$ cat config.mk
export PLATFORM = sky130hd
export DESIGN_NAME = lin_brk_detect
export DESIGN_NICKNAME = d
export VERILOG_FILES = /design/src/rtl/lin_brk_pkg.sv /design/src/rtl/lin_low_timer.sv /design/src/rtl/lin_brk_judge.sv /design/src/rtl/lin_brk_flag.sv /design/src/rtl/lin_brk_detect.sv
export SDC_FILE = /design/constraint.sdc
export NUM_CORES = 1
export LEC_CHECK = 0
export BUFFER_PORTS_ARGS = -buffer_cell sky130_fd_sc_hd__buf_2
export CAP_MARGIN = 20
export CORE_AREA = 8 8 45 47
export DETAILED_ROUTE_END_ITERATION = 6
export DIE_AREA = 0 0 53 55
export PLACE_DENSITY_LB_ADDON = 0.25
export SLEW_MARGIN = 20
export SYNTH_ARGS = -nofsm -noshare
export SYNTH_HDL_FRONTEND = slang
export SYNTH_SLANG_ARGS = --single-unit
$ cat constraint.sdc
create_clock -name clk -period 2.4 [get_ports clk]
set_input_delay 0.12 -clock clk [delete_from_list [all_inputs] [get_ports clk]]
set_output_delay 0.12 -clock clk [all_outputs]
set_load 0.01 [all_outputs]
$ cat src/rtl/lin_brk_pkg.sv
package lin_brk_pkg;

   typedef enum logic [1:0] {
      NODE_SLEEP    = 2'b00,
      NODE_WAIT_BRK = 2'b01,
      NODE_ACTIVE   = 2'b10,
      NODE_OFF      = 2'b11
   } node_mode_e;

endpackage

$ cat src/rtl/lin_low_timer.sv
// Counts bit ticks while the line is dominant; clears on recessive, saturates.
module lin_low_timer #(
   parameter int CNT_W = 4
) (
   input  logic             clk,
   input  logic             rst_n,
   input  logic             enable,
   input  logic             line_low,
   input  logic             tick,
   output logic [CNT_W-1:0] cnt,
   output logic [CNT_W-1:0] cnt_nxt
);
   localparam logic [CNT_W-1:0] CNT_MAX = {CNT_W{1'b1}};

   always_comb begin
      if (!enable || !line_low)
         cnt_nxt = '0;
      else if (tick && (cnt != CNT_MAX))
         cnt_nxt = cnt + CNT_W'(1);
      else
         cnt_nxt = cnt;
   end

   always_ff @(posedge clk or negedge rst_n) begin
      if (!rst_n) cnt <= '0;
      else        cnt <= cnt_nxt;
   end
endmodule

$ cat src/rtl/lin_brk_judge.sv
// Compares the next count with the state-dependent length; one shot per low period.
module lin_brk_judge
   import lin_brk_pkg::*;
#(
   parameter int CNT_W      = 4,
   parameter int SLEEP_LEN  = 4,
   parameter int WAIT_LEN   = 11,
   parameter int ACTIVE_LEN = 10
) (
   input  logic             clk,
   input  logic             rst_n,
   input  logic             enable,
   input  logic             line_low,
   input  node_mode_e       mode,
   input  logic [CNT_W-1:0] cnt_nxt,
   output logic             brk_hit,
   output logic             brk_pulse,
   output logic             wake_pulse
);
   localparam logic [CNT_W-1:0] SLEEP_T  = CNT_W'(SLEEP_LEN);
   localparam logic [CNT_W-1:0] WAIT_T   = CNT_W'(WAIT_LEN);
   localparam logic [CNT_W-1:0] ACTIVE_T = CNT_W'(ACTIVE_LEN);

   logic [CNT_W-1:0] thr;
   logic             mode_ok;
   logic             fired;

   always_comb begin
      thr     = WAIT_T;
      mode_ok = 1'b1;
      case (mode)
         NODE_SLEEP:    thr = SLEEP_T;
         NODE_WAIT_BRK: thr = WAIT_T;
         NODE_ACTIVE:   thr = ACTIVE_T;
         default:       mode_ok = 1'b0;
      endcase
   end

   assign brk_hit = enable && line_low && mode_ok && !fired && (cnt_nxt >= thr);

   always_ff @(posedge clk or negedge rst_n) begin
      if (!rst_n) begin
         fired      <= 1'b0;
         brk_pulse  <= 1'b0;
         wake_pulse <= 1'b0;
      end else begin
         if (!enable || !line_low) fired <= 1'b0;
         else if (brk_hit)         fired <= 1'b1;
         brk_pulse  <= brk_hit;
         wake_pulse <= brk_hit && (mode == NODE_SLEEP);
      end
   end
endmodule

$ cat src/rtl/lin_brk_flag.sv
// Sticky break flag; the parameter picks which of set/clear wins a tie.
module lin_brk_flag #(
   parameter bit SET_WINS = 1'b1
) (
   input  logic clk,
   input  logic rst_n,
   input  logic set,
   input  logic clr,
   output logic flag
);
   generate
      if (SET_WINS) begin : g_set_first
         always_ff @(posedge clk or negedge rst_n) begin
            if (!rst_n)   flag <= 1'b0;
            else if (set) flag <= 1'b1;
            else if (clr) flag <= 1'b0;
         end
      end else begin : g_clr_first
         always_ff @(posedge clk or negedge rst_n) begin
            if (!rst_n)   flag <= 1'b0;
            else if (clr) flag <= 1'b0;
            else if (set) flag <= 1'b1;
         end
      end
   endgenerate
endmodule

$ cat src/rtl/lin_brk_detect.sv
module lin_brk_detect
   import lin_brk_pkg::*;
#(
   parameter int CNT_W      = 4,
   parameter int SLEEP_LEN  = 4,
   parameter int WAIT_LEN   = 11,
   parameter int ACTIVE_LEN = 10,
   parameter bit SET_WINS   = 1'b1
) (
   input  logic             clk,
   input  logic             rst_n,
   input  logic             lin_en,
   input  logic [1:0]       node_mode,
   input  logic             rxd,
   input  logic             bit_tick,
   input  logic             flag_clr,
   output logic             brk_pulse,
   output logic             wake_pulse,
   output logic             brk_flag,
   output logic [CNT_W-1:0] dominant_bits
);
   localparam int CNT_MAX = (1 << CNT_W) - 1;

   generate
      if (CNT_W < 2 || CNT_W > 16) begin : g_bad_width
         $error("lin_brk_detect: CNT_W out of range");
      end
      if (SLEEP_LEN < 1 || SLEEP_LEN > CNT_MAX) begin : g_bad_sleep
         $error("lin_brk_detect: SLEEP_LEN does not fit the counter");
      end
      if (WAIT_LEN < 1 || WAIT_LEN > CNT_MAX) begin : g_bad_wait
         $error("lin_brk_detect: WAIT_LEN does not fit the counter");
      end
      if (ACTIVE_LEN < 1 || ACTIVE_LEN > CNT_MAX) begin : g_bad_active
         $error("lin_brk_detect: ACTIVE_LEN does not fit the counter");
      end
   endgenerate

   logic             line_low;
   logic [CNT_W-1:0] cnt_nxt;
   logic             brk_hit;
   node_mode_e       mode;

   assign line_low = !rxd;
   assign mode     = node_mode_e'(node_mode);

   lin_low_timer #(.CNT_W(CNT_W)) u_timer (
      .clk      (clk),
      .rst_n    (rst_n),
      .enable   (lin_en),
      .line_low (line_low),
      .tick     (bit_tick),
      .cnt      (dominant_bits),
      .cnt_nxt  (cnt_nxt)
   );

   lin_brk_judge #(
      .CNT_W      (CNT_W),
      .SLEEP_LEN  (SLEEP_LEN),
      .WAIT_LEN   (WAIT_LEN),
      .ACTIVE_LEN (ACTIVE_LEN)
   ) u_judge (
      .clk        (clk),
      .rst_n      (rst_n),
      .enable     (lin_en),
      .line_low   (line_low),
      .mode       (mode),
      .cnt_nxt    (cnt_nxt),
      .brk_hit    (brk_hit),
      .brk_pulse  (brk_pulse),
      .wake_pulse (wake_pulse)
   );

   lin_brk_flag #(.SET_WINS(SET_WINS)) u_flag (
      .clk   (clk),
      .rst_n (rst_n),
      .set   (brk_hit),
      .clr   (flag_clr),
      .flag  (brk_flag)
   );
endmodule

# After elaboration in Yosys (flattened, before gate mapping)

Cells that the tools add are included.

$add $sub $neg: 1
Order comparisons: 1
Equal/unequal tests: 3
Multiplexer cells: 8
Reduce and logical (&&, ||, !) cells: 14

Operators with widths:

| operator                                             | number |
|---|---|
| 2-to-1 mux 4 bit                                     | 2 |
| case mux 4 bit (2 select lines)                      | 1 |
| logical AND 1 bit                                    | 6 |
| 2-to-1 mux 1 bit                                     | 5 |
| adder 4 x 1 -> 4 bit (second input constant)         | 1 |
| greater-or-equal comparator 4 bit                    | 1 |
| inequality test 4 bit (second input constant)        | 1 |
| nonzero test 2 bit                                   | 2 |
| zero test 1 bit                                      | 3 |
| OR reduction 3 bit                                   | 1 |
| equality test 2 x 1 -> 1 bit (second input constant) | 1 |
| equality test 2 bit (second input constant)          | 1 |
| zero test 2 bit                                      | 1 |
| logical OR 1 bit                                     | 1 |

Register bits after elaboration: 8
Input bits: 8
Output and inout bits: 7
Logic and storage cells: 32

# Longest topological paths before layout

Depth after elaboration: 8
Mapped depth: 8
Depth with buffers taken out: 8

# Cells and area by module

Synthesis repeated with hierarchy kept, for this count alone.

Cell total of the unflattened synthesis: 46
Area total of the unflattened synthesis: 467.9 um^2

By module, submodules not included:

| module         | times used | cells each | area an instance (um^2) | seq. area each (um^2) |
|---|---|---|---|---|
| lin_brk_judge  | 1          | 21         | 219.0                   | 75.1 |
| lin_low_timer  | 1          | 21         | 209.0                   | 100.1 |
| lin_brk_flag   | 1          | 3          | 36.3                    | 25.0 |
| lin_brk_detect | 1          | 1          | 3.8                     | 0.0 |

# Worst setup path before layout

OpenSTA, ideal clock, no wires.

Kind: reg-to-reg
From: reg u_timer.cnt[0]
To: reg u_flag.flag
Library setup time: 0.138 ns
Data arrival time: 2.201 ns
Required time: 2.262 ns
Setup slack: 0.062 ns
Stages on the path, launching flop included: 9
Buffers on the path: 0
Period minus slack after synthesis: 2.338 ns
Cell sequence: dfrtp_1 ha_1 and3_1 nor4_1 nor2_1 ha_1 or3b_4 a221oi_2 o22ai_1

Longest elaborated chain between the ends: 7
Elaborated cells on any way between the ends: 9
Classes of those cells: add/sub: 1; order compare: 1; eq/ne: 1; mux: 3; reduce/logical: 3

RTL lines:

| element                                                       | RTL line            | RTL |
|---|---|---|
| from (decl)                                                   | lin_low_timer.sv:10 | `output logic [CNT_W-1:0] cnt,` |
| from (signal assigned)                                        | lin_low_timer.sv:26 | `else cnt <= cnt_nxt;` |
| branches (longest 2 deep; another with adder 4 x 1 -> 4 bit)  | -                   |  |
| 2-to-1 mux 4 bit *                                            | lin_low_timer.sv:18 | `else if (tick && (cnt != CNT_MAX))` |
| 2-to-1 mux 4 bit *                                            | lin_low_timer.sv:16 | `if (!enable \|\| !line_low)` |
| greater-or-equal comparator 4 bit *                           | lin_brk_judge.sv:39 | `assign brk_hit = enable && line_low && mode_ok && !fired && (cnt_nxt >= thr);` |
| logical AND 1 bit *                                           | lin_brk_judge.sv:39 |  |
| 2-to-1 mux 1 bit / nonzero test 2 bit (equally long branches) | -                   |  |
| to (signal assigned)                                          | lin_brk_flag.sv:14  | `if (!rst_n) flag <= 1'b0;` |
| to (signal assigned)                                          | lin_brk_flag.sv:15  | `else if (set) flag <= 1'b1;` |
| to (signal assigned)                                          | lin_brk_flag.sv:16  | `else if (clr) flag <= 1'b0;` |
| to (decl)                                                     | lin_brk_flag.sv:9   | `output logic flag` |

Mark *: on every way between the ends.
A chain may end at the register's enable or synchronous reset.

# Worst setup path in the final report

Ends and elaborated chain as after synthesis.

==> flow_summary.toml <==
[status]
status = "completed"

[power]
power_density_nw_per_um2 = 424.3
leakage_nw = 0.3501
peakVddDrop_mv = 0.2051

[placement]
place.gp.congestion = 0.7804
place_ws_ns = 0.02734
portBuffers = 14
hpwlAfterDp_um = 861.7

[floorplanning]
die-area_sq_um = 2915
ioPinCount = 15
initial_core_util = 0.3418
die_h_um = 55
die_w_um = 53
design.core.area_sq_um = 1384
fp-row-count = 14

[sta]
fin_skew_ns = 0.005470
rsz0062_at_grt = "no"
max_slew_margin = 0.7460
fin_crit_sh = 0.9410
slew_violations = 0
worst_slack_ns = 0.1416
tightest_slew_ns = 0.3786
setup_tns_ns = 0
clock.fmax_ghz = 0.4428
layout_min_cycle_time_ns = 2.258
finalSetupViolCount = 0
hold_viol = 0

[worst_hold_path]
hold_path_class = "in2reg"
min_to = "u_flag.flag$_DFFE_PN0P_"
holdPathStages = 2
hold_path.startpoint = "flag_clr"

[worst_setup_path]
r2r-start = "u_timer.cnt[0]$_DFF_PN0_"
crit_chain = "ha_1, and3_4, o211a_1, nor2_1, ha_1, or3b_4, a221oi_4, o22ai_1"
r2r-end = "u_flag.flag$_DFFE_PN0P_"
crit_family = "simple AND/OR/NAND/NOR gates"
ff2ff_setup_slack_ns = 0.14
crit_buf_inv = 0
cp_num_cells = 8
path_max_fanout = 4
max_stage_delay_ns = 0.42
cp.required_ns = 2.52
end_kind = "flop"
slowest_stage = "or3b_4"
reg2regPathDepth = 8
crit_arrival_ns = 2.38
cpMostUsedCell = "ha_1"
criticalPathCategory = "reg2reg"
crit_path_start_kind = "flop"

[yosys]
synth_warnings = 0
synth_area_leader_cell = "dfrtp_1"
yosysSeqAreaShare = 0.4233
synth_top_area_frac = 0.4233
synthTopCellsByArea = "dfrtp_1 42%, ha_1 13%, o211a_1 4.2%"
avgSynthCellArea_sq_um = 10.06
yosysUniqueCellTypes = 23
synth_nets = 60
synth.cell_area_sq_um = 473.0
synth-seq-cells = 8
syn_inst = 47

[finish]
fin_nets = 83
diodes = 0
drive_above_1_share = 0.3824
syn2layout_area_growth_pct = 36.24

[clocking]
ctsHtreeMaxLevel = 1
cts_sinks = 8
cts_inserted_buffers = 3
clk_latency_ns = 0.25
clk_path_buf_depth = 2
clk_pin_slew_ns = 0.05
root_buffer = "clkbuf_4"
cts_tree = "done"

[global_route]
antenna_found_initial = 0
grt_max_degree = 9
grtUsageTotal = 0.07806
gr-total-overflow = 0
grt_pass1_wl_um = 1642
grt_pass1_vias = 383

[detailed_routing]
drc_errors = 0
drtIter0Drc = 2
avgRoutedWirePerCell_um = 12.19
dr.pass1.iters = 4
ant_nets = 0
drt-total-wl_um = 1024
via_per_inst = 5.000
via_count = 420

[job]
drv_cap = 0
[placed cells by master (no fill, tap or decap), drive strengths merged, types with 2 or more instances in the layout]
cell,n
dfrtp,8
o211a,2
or2,2
nand2,2
buf,18
ha,5
inv,4
nor2,2
o21ai,2
nor3,2
nand3b,2
a211oi,2
nor4,2
a21oi,3
clkbuf,3
[cells in the mapped netlist]
cell      n
or2_2     1
ha_1      5
or3b_4    1
o22ai_1   1
nand2b_1  1
or2_1     1
clkbuf_1  1
dfrtp_1   8
nor4_1    2
nor2b_1   1
nor3_1    2
o211a_1   2
o21ai_0   2
a211oi_1  2
nor2_1    2
and4_1    1
nand4_1   1
inv_1     4
nand3b_1  2
a221oi_2  1
a21oi_1   3
nand2_1   2
and3_1    1
[worst max path at each step]
stage,startpoint,to,slack (ns)
2_1_floorplan,u_timer.cnt[0]$_DFF_PN0_,u_flag.flag$_DFFE_PN0P_,0.06
3_3_place_gp,u_timer.cnt[1]$_DFF_PN0_,u_flag.flag$_DFFE_PN0P_,0.02
3_5_place_dp,u_timer.cnt[1]$_DFF_PN0_,u_flag.flag$_DFFE_PN0P_,0.03
4_1_cts,u_timer.cnt[1]$_DFF_PN0_,u_flag.flag$_DFFE_PN0P_,0.01
5_1_grt,u_timer.cnt[1]$_DFF_PN0_,u_flag.flag$_DFFE_PN0P_,0.0003
6_report,u_timer.cnt[0]$_DFF_PN0_,u_flag.flag$_DFFE_PN0P_,0.14
[sequential cells by signal (all words and copies together), names as in the netlist]
signal	count
u_timer.cnt	4
u_flag.flag	1
u_judge.brk_pulse	1
u_judge.fired	1
u_judge.wake_pulse	1
[metrics by stage]
| stage | total power, mW | hold slack, ns | instance area (sq um) | std cells | utilization |
|---|---|---|---|---|---|
| final | 0.2734 | 0.06290 | 644.4 | 84 | 0.4656 |
| after detailed placement | 0.1738 | -0.02966 | 581.8 | 79 | 0.4204 |
| after CTS | 0.2754 | 0.05700 | 614.3 | 83 | 0.4439 |
| after global routing | 0.2939 | 0.06730 | 644.4 | 84 | 0.4656 |
| after global placement | 0.1734 | -0.03315 | 581.8 | 79 | 0.4204 |
| after floorplan | 0.1581 | -0.1756 | 473.0 | 47 | - |
[power by group]
group	switching [mW]	total [mW]	internal, mW	leakage, nW
Clock	0.0418	0.0987	0.0570	0.0138
Sequential	0.000829	0.138	0.137	0.111
Combinational	0.0196	0.0371	0.0176	0.225
Total	0.0622	0.273	0.211	0.350
[layer usage]
layer	routed length, um	share of wire	up-vias	track usage
li1	-	-	215	-
met1	459	0.45	189	0.09119
met2	449	0.44	12	0.1113
met3	60	0.059	4	0.02139
met4	55	0.054	0	0.07759
met5	0	0	-	0
[repair_timing]
action                                 in CTS  in global routing
endpoints found under the hold margin       8                  0
buffers inserted                            0                  1
setup endpoints to repair                   0                  3
hold buffers                                1                  0
gates resized for setup                     0                  3
[layout make-up]
| type | instances | area [sq um] |
|---|---|---|
| fill | 137 | 739.5 |
| multi-input combinational | 34 | 276.5 |
| sequential | 8 | 200.2 |
| timing repair buffer | 19 | 110.1 |
| clock buffer | 3 | 22.52 |
| tap | 16 | 20.02 |
| inverter | 4 | 15.01 |
[logic make-up (layout without fill, tap and decap cells)]
| group | count (synthesis) | in the layout | synth area share |
|---|---|---|---|
| AND/OR/NAND/NOR | 18 | 18 | 0.2329 |
| AO/OA/AOI/OAI | 11 | 11 | 0.1719 |
| flip-flops | 8 | 8 | 0.4233 |
| adder cells (fa/ha/maj) | 5 | 5 | 0.1323 |
| buffers and inverters | 5 | 26 | 0.03967 |
(Power assumes the default switching activity.)
